## src/rtl/dma_seq_pkg.sv

```systemverilog
package dma_seq_pkg;

  typedef enum logic [2:0] {
    ST_IDLE   = 3'd0,
    ST_READ   = 3'd1,
    ST_RSTALL = 3'd2,
    ST_WRITE  = 3'd3,
    ST_WSTALL = 3'd4
  } seq_state_e;

  localparam logic [1:0] LINK_MINOR = 2'd1;
  localparam logic [1:0] LINK_MAJOR = 2'd2;

  // Stall length per access for each stall code.
  function automatic logic [3:0] stall_cycles(input logic [1:0] code);
    case (code)
      2'd2:    stall_cycles = 4'd4;
      2'd3:    stall_cycles = 4'd8;
      default: stall_cycles = 4'd0;
    endcase
  endfunction

endpackage

```

## src/rtl/dma_addr_step.sv

```systemverilog
// Next address = base + sign-extended offset, confined to a 2^n window.
module dma_addr_step #(
  parameter int AW = 32,
  parameter int OW = 16
) (
  input  logic [AW-1:0] base_i,
  input  logic [OW-1:0] off_i,
  input  logic [4:0]    mod_i,
  output logic [AW-1:0] next_o
);
  logic [AW-1:0] sum;
  logic [AW-1:0] mask;

  always_comb begin
    sum  = base_i + {{(AW-OW){off_i[OW-1]}}, off_i};
    mask = ({{(AW-1){1'b0}}, 1'b1} << mod_i) - {{(AW-1){1'b0}}, 1'b1};
    if (mod_i == 5'd0) next_o = sum;
    else               next_o = (base_i & ~mask) | (sum & mask);
  end
endmodule

```

## src/rtl/dma_iter_ctrl.sv

```systemverilog
// Current/beginning major iteration counters.
module dma_iter_ctrl #(
  parameter int CW = 16
) (
  input  logic          clk,
  input  logic          rst,
  input  logic          load_i,
  input  logic [CW-1:0] begin_i,
  input  logic          dec_i,
  output logic [CW-1:0] citer_o,
  output logic          last_o,
  output logic          half_hit_o
);
  localparam logic [CW-1:0] ONE = {{(CW-1){1'b0}}, 1'b1};
  logic [CW-1:0] citer_q;
  logic [CW-1:0] biter_q;

  always_ff @(posedge clk) begin
    if (rst) begin
      citer_q <= '0;
      biter_q <= '0;
    end else if (load_i) begin
      citer_q <= begin_i;
      biter_q <= begin_i;
    end else if (dec_i) begin
      citer_q <= (citer_q == ONE) ? biter_q : citer_q - ONE;
    end
  end

  assign citer_o    = citer_q;
  assign last_o     = (citer_q == ONE);
  assign half_hit_o = ((citer_q - ONE) == (biter_q >> 1));
endmodule

```

## src/rtl/dma_stall_timer.sv

```systemverilog
// Down-counter; expire_o marks the final stall cycle.
module dma_stall_timer #(
  parameter int SW = 4
) (
  input  logic          clk,
  input  logic          rst,
  input  logic          load_i,
  input  logic [SW-1:0] len_i,
  output logic          expire_o
);
  localparam logic [SW-1:0] ONE = {{(SW-1){1'b0}}, 1'b1};
  logic [SW-1:0] cnt_q;

  always_ff @(posedge clk) begin
    if (rst)                cnt_q <= '0;
    else if (load_i)        cnt_q <= len_i;
    else if (cnt_q != '0)   cnt_q <= cnt_q - ONE;
  end

  assign expire_o = (cnt_q == ONE);
endmodule

```

## src/rtl/dma_loop_seq.sv

```systemverilog
module dma_loop_seq
  import dma_seq_pkg::*;
#(
  parameter int AW  = 32,
  parameter int OW  = 16,
  parameter int NW  = 32,
  parameter int CW  = 16,
  parameter int CHW = 5
) (
  input  logic           clk,
  input  logic           rst,
  input  logic           start_i,
  input  logic [AW-1:0]  src_addr_i,
  input  logic [AW-1:0]  dst_addr_i,
  input  logic [OW-1:0]  src_off_i,
  input  logic [OW-1:0]  dst_off_i,
  input  logic [2:0]     src_size_i,
  input  logic [2:0]     dst_size_i,
  input  logic [4:0]     src_mod_i,
  input  logic [4:0]     dst_mod_i,
  input  logic [NW-1:0]  minor_bytes_i,
  input  logic [CW-1:0]  iter_i,
  input  logic [AW-1:0]  src_last_i,
  input  logic [AW-1:0]  dst_last_i,
  input  logic [AW-1:0]  minor_off_i,
  input  logic           minor_off_src_en_i,
  input  logic           minor_off_dst_en_i,
  input  logic [1:0]     stall_code_i,
  input  logic [1:0]     link_mode_i,
  input  logic [CHW-1:0] link_ch_i,
  input  logic           half_irq_en_i,
  input  logic           major_irq_en_i,
  input  logic           auto_stop_i,
  output logic           busy_o,
  output logic           rd_strobe_o,
  output logic [AW-1:0]  rd_addr_o,
  output logic [2:0]     rd_size_o,
  output logic           wr_strobe_o,
  output logic [AW-1:0]  wr_addr_o,
  output logic [2:0]     wr_size_o,
  output logic [NW-1:0]  minor_left_o,
  output logic [CW-1:0]  iter_o,
  output logic           done_o,
  output logic           half_irq_o,
  output logic           major_irq_o,
  output logic           link_req_o,
  output logic [CHW-1:0] link_ch_o,
  output logic           req_en_o
);
  localparam int SW = 4;

  seq_state_e     state_q;
  logic [AW-1:0]  saddr_q, daddr_q, slast_q, dlast_q, mloff_q;
  logic [OW-1:0]  soff_q, doff_q;
  logic [2:0]     ssz_q, dsz_q;
  logic [4:0]     smod_q, dmod_q;
  logic [NW-1:0]  nbytes_q, minor_left_q;
  logic           mls_q, mld_q, hie_q, mie_q, ast_q;
  logic [SW-1:0]  stall_q;
  logic [1:0]     lmode_q;
  logic [CHW-1:0] lch_q;
  logic           done_q, half_q, major_q, link_q, reqen_q;

  logic [AW-1:0]  s_step, d_step, s_adj, d_adj;
  logic [NW-1:0]  dbytes;
  logic           accept, minor_end, exhaust, iter_last, half_hit;
  logic           stall_load, stall_exp, link_fire;
  logic [CW-1:0]  citer;

  dma_addr_step #(.AW(AW), .OW(OW)) u_src_step (
    .base_i(saddr_q), .off_i(soff_q), .mod_i(smod_q), .next_o(s_step));
  dma_addr_step #(.AW(AW), .OW(OW)) u_dst_step (
    .base_i(daddr_q), .off_i(doff_q), .mod_i(dmod_q), .next_o(d_step));

  assign accept    = (state_q == ST_IDLE) && start_i;
  assign dbytes    = {{(NW-1){1'b0}}, 1'b1} << dsz_q;
  assign minor_end = (state_q == ST_WRITE) && (minor_left_q <= dbytes);
  assign exhaust   = minor_end && iter_last;
  assign link_fire = (lmode_q == LINK_MINOR) || ((lmode_q == LINK_MAJOR) && exhaust);
  assign s_adj     = (mls_q ? mloff_q : '0) + (exhaust ? slast_q : '0);
  assign d_adj     = (mld_q ? mloff_q : '0) + (exhaust ? dlast_q : '0);
  assign stall_load = (stall_q != '0) &&
                      ((state_q == ST_READ) || ((state_q == ST_WRITE) && !exhaust));

  dma_iter_ctrl #(.CW(CW)) u_iter (
    .clk(clk), .rst(rst), .load_i(accept), .begin_i(iter_i),
    .dec_i(minor_end), .citer_o(citer), .last_o(iter_last), .half_hit_o(half_hit));

  dma_stall_timer #(.SW(SW)) u_stall (
    .clk(clk), .rst(rst), .load_i(stall_load), .len_i(stall_q), .expire_o(stall_exp));

  always_ff @(posedge clk) begin
    if (rst) begin
      state_q <= ST_IDLE;
      saddr_q <= '0; daddr_q <= '0; slast_q <= '0; dlast_q <= '0; mloff_q <= '0;
      soff_q <= '0; doff_q <= '0; ssz_q <= '0; dsz_q <= '0; smod_q <= '0; dmod_q <= '0;
      nbytes_q <= '0; minor_left_q <= '0;
      mls_q <= 1'b0; mld_q <= 1'b0; hie_q <= 1'b0; mie_q <= 1'b0; ast_q <= 1'b0;
      stall_q <= '0; lmode_q <= '0; lch_q <= '0;
      done_q <= 1'b0; half_q <= 1'b0; major_q <= 1'b0; link_q <= 1'b0; reqen_q <= 1'b0;
    end else begin
      half_q  <= 1'b0;
      major_q <= 1'b0;
      link_q  <= 1'b0;
      case (state_q)
        ST_IDLE: if (start_i) begin
          saddr_q <= src_addr_i;   daddr_q <= dst_addr_i;
          soff_q  <= src_off_i;    doff_q  <= dst_off_i;
          ssz_q   <= src_size_i;   dsz_q   <= dst_size_i;
          smod_q  <= src_mod_i;    dmod_q  <= dst_mod_i;
          nbytes_q <= minor_bytes_i; minor_left_q <= minor_bytes_i;
          slast_q <= src_last_i;   dlast_q <= dst_last_i;  mloff_q <= minor_off_i;
          mls_q   <= minor_off_src_en_i; mld_q <= minor_off_dst_en_i;
          stall_q <= stall_cycles(stall_code_i);
          lmode_q <= link_mode_i;  lch_q   <= link_ch_i;
          hie_q   <= half_irq_en_i; mie_q  <= major_irq_en_i; ast_q <= auto_stop_i;
          done_q  <= 1'b0;
          reqen_q <= 1'b1;
          state_q <= ST_READ;
        end
        ST_READ: begin
          saddr_q <= s_step;
          state_q <= (stall_q != '0) ? ST_RSTALL : ST_WRITE;
        end
        ST_RSTALL: if (stall_exp) state_q <= ST_WRITE;
        ST_WRITE: begin
          if (minor_end) begin
            minor_left_q <= nbytes_q;
            saddr_q <= saddr_q + s_adj;
            daddr_q <= d_step + d_adj;
            link_q  <= link_fire;
          end else begin
            minor_left_q <= minor_left_q - dbytes;
            daddr_q <= d_step;
          end
          if (exhaust) begin
            done_q  <= 1'b1;
            major_q <= mie_q;
            if (ast_q) reqen_q <= 1'b0;
            state_q <= ST_IDLE;
          end else begin
            half_q  <= minor_end && hie_q && half_hit;
            state_q <= (stall_q != '0) ? ST_WSTALL : ST_READ;
          end
        end
        ST_WSTALL: if (stall_exp) state_q <= ST_READ;
        default: state_q <= ST_IDLE;
      endcase
    end
  end

  assign busy_o       = (state_q != ST_IDLE);
  assign rd_strobe_o  = (state_q == ST_READ);
  assign wr_strobe_o  = (state_q == ST_WRITE);
  assign rd_addr_o    = saddr_q;
  assign wr_addr_o    = daddr_q;
  assign rd_size_o    = ssz_q;
  assign wr_size_o    = dsz_q;
  assign minor_left_o = minor_left_q;
  assign iter_o       = citer;
  assign done_o       = done_q;
  assign half_irq_o   = half_q;
  assign major_irq_o  = major_q;
  assign link_req_o   = link_q;
  assign link_ch_o    = lch_q;
  assign req_en_o     = reqen_q;
endmodule

```

## config.mk

```make
export PLATFORM = sky130hd
export DESIGN_NAME = dma_loop_seq
export DESIGN_NICKNAME = d
export VERILOG_FILES = /design/src/rtl/dma_seq_pkg.sv /design/src/rtl/dma_addr_step.sv /design/src/rtl/dma_iter_ctrl.sv /design/src/rtl/dma_stall_timer.sv /design/src/rtl/dma_loop_seq.sv
export SDC_FILE = /design/constraint.sdc
export NUM_CORES = 1
export LEC_CHECK = 0
export BUFFER_PORTS_ARGS = -buffer_cell sky130_fd_sc_hd__clkbuf_2
export CORE_ASPECT_RATIO = 0.8
export CORE_MARGIN = 4
export CORE_UTILIZATION = 50
export DETAILED_ROUTE_END_ITERATION = 10
export PLACE_DENSITY = 0.71
export SLEW_MARGIN = 20
export SYNTH_ARGS = -nofsm -noshare
export SYNTH_HDL_FRONTEND = slang
export SYNTH_SLANG_ARGS = --single-unit
```

## constraint.sdc

```tcl
create_clock -name clk -period 8.2 [get_ports clk]
set_input_delay 0.41 -clock clk [delete_from_list [all_inputs] [get_ports clk]]
set_output_delay 0.41 -clock clk [all_outputs]
set_load 0.01 [all_outputs]
```

==> flow_metrics.env <==
export IMPL_synth_top_area_cell="dfxtp_1"
export IMPL_clkTransAtPathRegs_ns=0.07
export IMPL_ctsHoldBuffers=0
export IMPL_endpoint_kind="flip-flop"
export IMPL_reg2reg_setup_slack_ns=0.83
export IMPL_synth_edf_count=0
export IMPL_fin_area_um2=27700
export IMPL_cp_max_fo=32
export IMPL_start_util_pct=50.9
export IMPL_r2r_end="rd_addr_o[30]"
export IMPL_multi_input_area_um2=16400
export IMPL_power_density_nw_per_um2=239
export IMPL_instances_no_fill=4197
export IMPL_clk_latency_ns=0.56
export IMPL_drc=0
export IMPL_finalSetupViolations=0
export IMPL_place_gp_congestion=0.966
export IMPL_worstSetupPathType="flip-flop to flip-flop"
export IMPL_yosysSeqAreaShare_pct=27.4
export IMPL_grt_usage_pct=31.2
export IMPL_period_share_pct=89.9
export IMPL_fin_util_pct=58.6
export IMPL_vias=25100
export IMPL_finalPower_mw=6.63
export IMPL_synth_common_cells="666 x nand2_1, 438 x a21oi_1, 330 x dfxtp_1, 223 x nor2_1, 188 x clkbuf_1"
export IMPL_period_needed_ns=7.37
export IMPL_antenna_found_initial=1
export IMPL_dp_hpwl_um=63200
export IMPL_worst_pin_slew_ns=1.15
export IMPL_rows=71
export IMPL_min_delay_start="src_mod_i[3]"
export IMPL_ant_nets=0
export IMPL_slew_violations=0
export IMPL_synthArstFlopShare_pct=0
export IMPL_drt_pass1_iter_count=5
export IMPL_swShare_pct=40.7
export IMPL_hp_class="primary input to flip-flop"
export IMPL_via_per_inst=5.98
export IMPL_grt_overflow=0
export IMPL_p_switching_mw=2.70
export IMPL_cap_violations=0
export IMPL_routed_wl_um=84600
export IMPL_cp_data_required_time_ns=8.60
export IMPL_tns_ns=0
export IMPL_first_global_vias=23700
export IMPL_fin_skew_ns=0.0157
export IMPL_h_tree_depth=2
export IMPL_area_growth_pct=15.1
export IMPL_finalHoldViolations=0
export IMPL_avgSynthCellArea_um2=7.36
export IMPL_cts_buffers=38
export IMPL_design_die_area_um2=51800
export IMPL_regArea_um2=6610
export IMPL_worstHoldEndpoint="smod_q[3]"
export IMPL_synth_area_um2=24100
export IMPL_drive_above_1_share_pct=14.7
export IMPL_ys_warnings_count=0
export IMPL_post_synth_top_area_fraction_pct=27.4
export IMPL_wl_per_cell_um=20.2
export IMPL_cp_start_kind="flip-flop"
export IMPL_cts_setup_buffers=0
export IMPL_r2r_start="wr_size_o[0]"
export IMPL_pwr_share_clk_pct=27.8
export IMPL_seqPwrFrac_pct=31.9
export IMPL_synth_most_common_cell="nand2_1"
export IMPL_die_w_um=253
export IMPL_synthCells=3276
export IMPL_io_buffers=403
export IMPL_drt_initial_drc_count=2140
export IMPL_cts_root_buf="clkbuf_16"
export IMPL_timing_fmax_mhz=136
export IMPL_cts_tree="yes"
export IMPL_status="complete, no violations"
export IMPL_grt_start_max_net_pins=187
export IMPL_whs_path_depth=3
export IMPL_io_pin_count=404
export IMPL_synth_nets=3753
export IMPL_core_area_um2=47300
export IMPL_cts_sinks=330
export IMPL_synth_seq_cells=330
export IMPL_clockBufferDepth=3
export IMPL_cts_resized=0
export IMPL_worstPathArrival_ns=7.77
export IMPL_dpl_cell_area_um2=26400
export IMPL_ir_drop_v=0.000145
export IMPL_synth_ff_type="dfxtp_1"
export IMPL_fp_dieH_um=204
export IMPL_dp_cells=4126
export IMPL_grt_first_pass_wirelength_um=130000
export IMPL_synth_distinct_cells=80
export IMPL_filler_cell_count=4447
export IMPL_comb_power_share_pct=40.3
export IMPL_finalNetCount=4024
export IMPL_grt_setup_unrepaired="no"
export IMPL_max_slew_margin_pct=23.3
export IMPL_reg2reg_depth=23
export IMPL_cellLeakagePower_nw=12.6
export IMPL_p_int_mw=3.93
export IMPL_synth_area_top_cells="dfxtp_1 27%, nand2_1 10%, a21oi_1 9.1%"
per-layer routing:
layer	up-vias	global-route usage [%]	share of wire, %
li1	12100	-	-
met1	11800	44.3	45
met2	1038	49.1	44
met3	143	5.00	8.3
met4	2	9.22	3.0
met5	-	0	0.0095
flip-flops by register name, summed over array words and instances, names as in the netlist, 4 cells and up:
name and cells:
dlast_q 32, minor_left_o 32, mloff_q 32, nbytes_q 32, rd_addr_o 32, slast_q 32
wr_addr_o 32, doff_q 16, soff_q 16, u_iter.biter_q 16, u_iter.citer_o 16, dmod_q 5
link_ch_o 5, smod_q 5, u_stall.cnt_q 4
per-stage QoR:
step / hold slack (ns) / setup slack [ns]
after global placement: 0.439 / 1.08
final: 0.0683 / 0.826
after global routing: 0.0710 / 0.198
after floorplan: 0.432 / 1.56
after detailed placement: 0.442 / 0.935
after CTS: 0.0335 / 0.907
cells in the final DEF (no fill, tap or decap), types with 7 or more instances in the layout:
master,instances
xor2_1,52
ha_1,137
a211oi_1,58
nand2b_1,14
o21a_1,31
nor2_1,220
a311oi_1,28
a21oi_1,438
fa_1,67
dfxtp_1,330
nand3_1,55
a21o_1,64
nor2b_1,25
mux2i_1,25
clkbuf_1,10
or2_2,8
o22ai_1,23
a221oi_1,8
inv_1,94
o211ai_1,33
xnor2_1,85
nor3_1,83
o31a_1,7
clkbuf_2,402
nand2_1,664
nand4_1,22
o21ai_1,10
and3_1,27
or3_1,17
o21ai_0,133
a2111oi_0,8
nor4_1,24
o21bai_1,19
clkbuf_16,38
and2_1,97
o31ai_1,7
buf_4,26
a31oi_1,40
worst max-delay path by stage:
stage                            start       endpoint  slack, ns  depth (start not counted)
after global placement    wr_size_o[0]  rd_addr_o[30]       1.08                         23
after global routing      wr_size_o[0]  rd_addr_o[30]       0.20                         23
after floorplan           wr_size_o[0]  rd_addr_o[30]       1.56                         28
after detailed placement  wr_size_o[0]  rd_addr_o[30]       0.93                         23
after CTS                 wr_size_o[0]  rd_addr_o[30]       0.91                         23
final                     wr_size_o[0]  rd_addr_o[30]       0.83                         23
cell type report:
class | count | share of cell area (%)
well taps | 620 | 2.80
inverters | 97 | 1.31
multi-input cells | 2649 | 59.2
flip-flops and latches | 330 | 23.8
diodes | 1 | 0.00902
clock inverters | 15 | 0.893
clock buffers | 54 | 3.86
repair buffers | 431 | 8.13
kinds of logic (layout without fill, tap and decap cells):
group,Yosys count,after routing,synth area share (%)
compound gates,982,982,25.0
other cells,0,1,0
buf+inv,297,597,4.64
fa+ha+maj,204,204,12.7
flops,330,330,27.4
xor+xnor,137,137,4.98
simple gates,1299,1299,24.2
mux,27,27,1.13
critical path, cell delays in order, from the launching register on:
cell,delay (ns)
dfxtp_1,0.48
or3b_2,0.49
inv_1,0.08
fa_1,0.18
nor2b_1,0.07
o31a_1,0.29
o41a_1,0.41
nor2_1,0.40
o21a_2,0.19
and3_2,0.65
and2_1,0.25
fa_1,0.46
ha_1,0.28
a21o_1,0.18
a21o_1,0.20
a2111oi_0,0.45
nor2_1,0.19
a22oi_1,0.50
o41ai_1,0.21
o41ai_1,0.47
o21ai_0,0.21
xor2_1,0.17
a221oi_1,0.27
a211oi_1,0.11
power groups by stage:
stage / registers, mW / logic [mW] / clock network [mW]
floorplan: 2.08 / 1.85 / 0
global placement: 2.14 / 2.56 / 0
detailed placement: 2.15 / 2.62 / 0
CTS: 2.11 / 2.64 / 1.87
global route: 2.14 / 2.95 / 1.93
finish: 2.12 / 2.67 / 1.84
Power figures use the tool's default switching activity.
